[config.mk]
export PLATFORM = sky130hd
export DESIGN_NAME = mii_tx_encoder
export DESIGN_NICKNAME = d
export VERILOG_FILES = /design/src/rtl/mtx_pkg.sv /design/src/rtl/mtx_frame_ctl.sv /design/src/rtl/mtx_code_sel.sv /design/src/rtl/mtx_code_reg.sv /design/src/rtl/mii_tx_encoder.sv
export SDC_FILE = /design/constraint.sdc
export NUM_CORES = 1
export LEC_CHECK = 0
export ABC_AREA = 1
export CAP_MARGIN = 15
export CORE_UTILIZATION = 46
export DETAILED_ROUTE_END_ITERATION = 6
export DONT_BUFFER_PORTS = 1
export REMOVE_ABC_BUFFERS = 1
export SYNTH_ARGS = -nofsm -noshare
export SYNTH_HDL_FRONTEND = slang
export SYNTH_SLANG_ARGS = --single-unit
[constraint.sdc]
create_clock -name clk -period 1.9 [get_ports clk]
set_clock_uncertainty 0.1 [all_clocks]
set_input_delay 0.095 -clock clk [delete_from_list [all_inputs] [get_ports clk]]
set_output_delay 0.095 -clock clk [all_outputs]
set_load 0.1 [all_outputs]
[src/rtl/mtx_pkg.sv]
package mtx_pkg;

    localparam int NIB_W  = 4;
    localparam int CODE_W = 5;

    localparam logic [CODE_W-1:0] CG_IDLE_C = 5'b11111;
    localparam logic [CODE_W-1:0] CG_J_C    = 5'b11000;
    localparam logic [CODE_W-1:0] CG_K_C    = 5'b10001;
    localparam logic [CODE_W-1:0] CG_T_C    = 5'b01101;
    localparam logic [CODE_W-1:0] CG_R_C    = 5'b00111;
    localparam logic [CODE_W-1:0] CG_H_C    = 5'b00100;

    // Framing state of the transmitter
    typedef enum logic [1:0] {
        ST_IDLE  = 2'd0,
        ST_SSD2  = 2'd1,   // J sent, K pending
        ST_DATA  = 2'd2,   // frame body
        ST_ESD2  = 2'd3    // T sent, R pending
    } tx_state_e;

    // Which code group the next output register load takes
    typedef enum logic [2:0] {
        K_IDLE = 3'd0,
        K_SSD1 = 3'd1,
        K_SSD2 = 3'd2,
        K_DATA = 3'd3,
        K_HALT = 3'd4,
        K_ESD1 = 3'd5,
        K_ESD2 = 3'd6
    } code_kind_e;

    typedef struct packed {
        code_kind_e        kind;
        logic [NIB_W-1:0]  nib;
    } code_req_t;

    function automatic logic [CODE_W-1:0] enc_4b5b(input logic [NIB_W-1:0] n);
        logic [CODE_W-1:0] c;
        case (n)
            4'h0: c = 5'b11110;
            4'h1: c = 5'b01001;
            4'h2: c = 5'b10100;
            4'h3: c = 5'b10101;
            4'h4: c = 5'b01010;
            4'h5: c = 5'b01011;
            4'h6: c = 5'b01110;
            4'h7: c = 5'b01111;
            4'h8: c = 5'b10010;
            4'h9: c = 5'b10011;
            4'hA: c = 5'b10110;
            4'hB: c = 5'b10111;
            4'hC: c = 5'b11010;
            4'hD: c = 5'b11011;
            4'hE: c = 5'b11100;
            default: c = 5'b11101;
        endcase
        return c;
    endfunction

endpackage

[src/rtl/mtx_frame_ctl.sv]
module mtx_frame_ctl
    import mtx_pkg::*;
#(
    parameter int NW = NIB_W
) (
    input  logic          clk,
    input  logic          rst,
    input  logic          tx_en,
    input  logic          tx_er,
    input  logic [NW-1:0] txd,
    output tx_state_e     state_o,
    output code_req_t     req_o
);

    tx_state_e state_q, state_d;

    always_comb begin
        state_d     = state_q;
        req_o.kind  = K_IDLE;
        req_o.nib   = txd;
        unique case (state_q)
            ST_IDLE: begin
                if (tx_en) begin
                    req_o.kind = K_SSD1;
                    state_d    = ST_SSD2;
                end
            end
            ST_SSD2: begin
                if (tx_en) begin
                    req_o.kind = K_SSD2;
                    state_d    = ST_DATA;
                end else begin
                    req_o.kind = K_ESD1;
                    state_d    = ST_ESD2;
                end
            end
            ST_DATA: begin
                if (tx_en) begin
                    req_o.kind = tx_er ? K_HALT : K_DATA;
                end else begin
                    req_o.kind = K_ESD1;
                    state_d    = ST_ESD2;
                end
            end
            default: begin
                req_o.kind = K_ESD2;
                state_d    = ST_IDLE;
            end
        endcase
    end

    always_ff @(posedge clk) begin
        if (rst) state_q <= ST_IDLE;
        else     state_q <= state_d;
    end

    assign state_o = state_q;

    // the pending-R state lasts exactly one cycle
    a_r6_esd2_single: assert property (@(posedge clk) disable iff (rst)
        (state_q == ST_ESD2) |=> (state_q == ST_IDLE));

    // K pending is always entered from idle with enable high
    a_r3_ssd2_from_idle: assert property (@(posedge clk) disable iff (rst)
        (state_q == ST_SSD2) |-> ($past(state_q) == ST_IDLE && $past(tx_en)));

endmodule

[src/rtl/mtx_code_sel.sv]
module mtx_code_sel
    import mtx_pkg::*;
#(
    parameter int CW = CODE_W
) (
    input  code_req_t     req_i,
    output logic [CW-1:0] code_o
);

    always_comb begin
        unique case (req_i.kind)
            K_SSD1:  code_o = CG_J_C;
            K_SSD2:  code_o = CG_K_C;
            K_DATA:  code_o = enc_4b5b(req_i.nib);
            K_HALT:  code_o = CG_H_C;
            K_ESD1:  code_o = CG_T_C;
            K_ESD2:  code_o = CG_R_C;
            default: code_o = CG_IDLE_C;
        endcase
    end

endmodule

[src/rtl/mtx_code_reg.sv]
module mtx_code_reg #(
    parameter int                CW        = 5,
    parameter logic [CW-1:0]     RESET_VAL = '1
) (
    input  logic          clk,
    input  logic          rst,
    input  logic [CW-1:0] d,
    output logic [CW-1:0] q
);

    always_ff @(posedge clk) begin
        if (rst) q <= RESET_VAL;
        else     q <= d;
    end

endmodule

[src/rtl/mii_tx_encoder.sv]
module mii_tx_encoder
    import mtx_pkg::*;
#(
    parameter int NW = NIB_W,
    parameter int CW = CODE_W
) (
    input  logic          clk,
    input  logic          rst,
    input  logic          tx_en,
    input  logic          tx_er,
    input  logic [NW-1:0] txd,
    output logic [CW-1:0] code_out
);

    tx_state_e      st;
    code_req_t      req;
    logic [CW-1:0]  code_d;

    mtx_frame_ctl #(.NW(NW)) u_ctl (
        .clk     (clk),
        .rst     (rst),
        .tx_en   (tx_en),
        .tx_er   (tx_er),
        .txd     (txd),
        .state_o (st),
        .req_o   (req)
    );

    mtx_code_sel #(.CW(CW)) u_sel (
        .req_i  (req),
        .code_o (code_d)
    );

    mtx_code_reg #(.CW(CW), .RESET_VAL(CG_IDLE_C)) u_oreg (
        .clk (clk),
        .rst (rst),
        .d   (code_d),
        .q   (code_out)
    );

    // reset drives idle onto the line
    a_r1_reset_idle: assert property (@(posedge clk)
        rst |=> (code_out == CG_IDLE_C));

    // enable low outside a frame keeps the line idle
    a_r2_idle_hold: assert property (@(posedge clk) disable iff (rst)
        (st == ST_IDLE && !tx_en) |=> (code_out == CG_IDLE_C));

    // a frame start produces J on the next output
    a_r3_j_on_start: assert property (@(posedge clk) disable iff (rst)
        (st == ST_IDLE && tx_en) |=> (code_out == CG_J_C));

    // errored data nibble becomes H
    a_r5_halt_sub: assert property (@(posedge clk) disable iff (rst)
        (st == ST_DATA && tx_en && tx_er) |=> (code_out == CG_H_C));

    // T is always followed by R
    a_r6_t_then_r: assert property (@(posedge clk) disable iff (rst)
        (code_out == CG_T_C) |=> (code_out == CG_R_C));

    // after R comes idle or a new J
    a_r8_after_r: assert property (@(posedge clk) disable iff (rst)
        (code_out == CG_R_C) |=> (code_out == CG_IDLE_C || code_out == CG_J_C));

endmodule

==> flow_metrics.tcl <==
set metrics [dict create \
    n_fill_cell 116 \
    diodes 0 \
    multi_input_area_um2 393 \
    regArea_um2 140 \
    fin_ws_ns 0.268 \
    synth_seq_cells 7 \
    wl_um 1230 \
    ir_drop_mv 1.22 \
    dpl_worst_slack_ns 0.302 \
    vias 540 \
    start_util 0.524 \
    cts_resized 0 \
    internal_power_mw 0.533 \
    grt_overflow_total 0 \
    worst_ep_required_time_ns 1.94 \
    core_area_um2 1170 \
    gp_congestion 0.740 \
    worst_slew_pin_slew_ns 0.280 \
    min_delay_path_depth 3 \
    drive_gt1_frac 0.330 \
    critPathKind "reg2reg" \
    end_kind "register" \
    seq_area_frac_synth 0.229 \
    hp-class "in2reg" \
    insertion_delay_ns 0.26 \
    grt_pass1_wl_um 2120 \
    die_x_um 38.5 \
    clockBufferDepth 2 \
    p_switching_mw 0.740 \
    die_area_um2 1480 \
    cts_tree "yes" \
    p_leak_nw 0.352 \
    area_growth_pct 19.6 \
    avgViaCountPerCell 5.14 \
    clock_sinks 7 \
    p_sw_frac 0.581 \
    ant_nets 0 \
    syn_area_um2 613 \
    status "complete, no violations" \
    fin_crit_sh 0.859 \
    period_needed_ns 1.63 \
    syn_area_per_cell_um2 7.86 \
    slew_headroom 0.815 \
    track_usage 0.205 \
    root_buffer "clkbuf_4" \
    antenna_found_initial 0 \
    netlist-cell-type-count 20 \
    hold_ws_ns 0.000157 \
    critPathMaxFanout 5 \
    clk_pin_slew_ns 0.06 \
    pin_count 13 \
    hold_violations 0 \
    worstPathArrival_ns 1.67 \
    reg2reg_depth 9 \
    clockPowerShare 0.112 \
    fin_nets 104 \
    power_frac_comb 0.705 \
    first_iter_violations 8 \
    grt_pass1_vias 540 \
    fp-row-count 12 \
    first_pass_iters 3 \
    maxCapViolCount 0 \
    yosys_warnings 0 \
    slew_viol_final 0 \
    dp_hpwl_um 903 \
    cts_buffers 3 \
    drc 0 \
    fmax_ghz 0.613 \
    netlist_instances 78 \
    portBuffers 0 \
    rsz0062_at_grt "false" \
    cts-htree-levels 1 \
    powerDensity_nw_per_um2 1740 \
    power_frac_seq 0.183 \
    grt_max_degree 9 \
    finalSetupViolCount 0 \
    die_h_um 38.5 \
    avgRoutedWirePerCell_um 11.7 \
    fin_tns_setup_ns 0 \
    start_kind "register" \
]
==> synth_stat cells, drive strengths merged <==
library cell	count	share of area
nand2	17	0.15
nand3	15	0.22
inv	13	0.084
a21oi	7	0.057
dfxtp	7	0.23
nor2	5	0.043
ha	4	0.082
o21ai	3	0.024
nand3b	2	0.024
o211ai	2	0.024
a211oi	1	0.012
buf	1	0.018
bufinv	1	0.029
==> registers in the layout, summed over array words and instances, names as in the netlist <==
| signal | cells |
|---|---|
| u_ctl.state_o | 2 |
| u_oreg.q | 5 |
==> path summary, 6_finish.rpt <==
check | start | endpoint | slack [ns]
worst min-delay path | txd[3] | u_oreg.q[3]$_SDFF_PP1_ | 0.0002
worst max register to register | u_ctl.state_o[0]$_SDFFE_PP0P_ | u_oreg.q[1]$_SDFF_PP1_ | 0.27
worst min register to register | u_ctl.state_o[1]$_SDFFE_PP0P_ | u_ctl.state_o[1]$_SDFFE_PP0P_ | 0.44
worst max-delay path | u_ctl.state_o[0]$_SDFFE_PP0P_ | u_oreg.q[1]$_SDFF_PP1_ | 0.27
==> repair_timing <==
item,4_1_cts,5_1_grt
buffers inserted,0,0
hold buffers,5,0
endpoints found under the hold margin,7,0
==> layer usage <==
metal	wire, um	global-route usage
met3	35	0.0349
met4	13	0.0776
met5	0	0
met1	645	0.276
met2	534	0.321
==> cells in the final DEF, fill, tap and decap left out, drive strengths merged <==
cell type / Yosys / final
o21ai: 3 / 3
inv: 13 / 13
a21oi: 7 / 7
nand3b: 2 / 2
bufinv: 1 / 1
nor2: 5 / 5
clkbuf: 0 / 4
nand3: 15 / 15
buf: 1 / 5
nand2: 17 / 17
dlygate4sd3: 0 / 5
ha: 4 / 4
a211oi: 1 / 1
o211ai: 2 / 2
dfxtp: 7 / 7
==> worst max-delay path, cell delays in order, from the launching register on <==
cell     delay [ns]
dfxtp_1        0.34
inv_1          0.11
ha_1           0.28
nand3_2        0.10
nand3_2        0.13
nand3_4        0.10
nor2_4         0.15
inv_2          0.06
nand2_4        0.09
nand3_2        0.07
==> cell families after synthesis <==
kind of cell             share of synthesized area
adder cells (fa/ha/maj)                     0.0816
flip-flops                                   0.229
AND/OR/NAND/NOR                              0.441
buffers and inverters                        0.131
AO/OA/AOI/OAI                                0.118
==> area by class of cell <==
type,count,share of cell area
Clock buffer,4,0.0358
Inverter,14,0.0939
Multi-Input combinational cell,56,0.536
Sequential cell,7,0.191
Tap cell,14,0.0239
Timing Repair Buffer,10,0.119
==> through the flow <==
stage,utilization,cell area (um2),std cells,power [mW]
2_1_floorplan,-,602,77,0.974
3_3_place_gp,0.561,657,96,1.11
3_5_place_dp,0.561,657,96,1.11
4_1_cts,0.626,733,105,1.27
5_1_grt,0.626,733,105,1.35
6_report,0.626,733,105,1.27
==> power groups by stage <==
| stage | combinational (mW) | clock, mW | sequential [mW] |
|---|---|---|---|
| 3_3_place_gp | 0.878 | 0 | 0.233 |
| 3_5_place_dp | 0.879 | 0 | 0.234 |
| 6_report | 0.898 | 0.143 | 0.233 |
| 2_1_floorplan | 0.415 | 0 | 0.560 |
| 4_1_cts | 0.895 | 0.142 | 0.231 |
| 5_1_grt | 0.957 | 0.150 | 0.238 |
No activity file was read; power rests on OpenSTA's default activity.
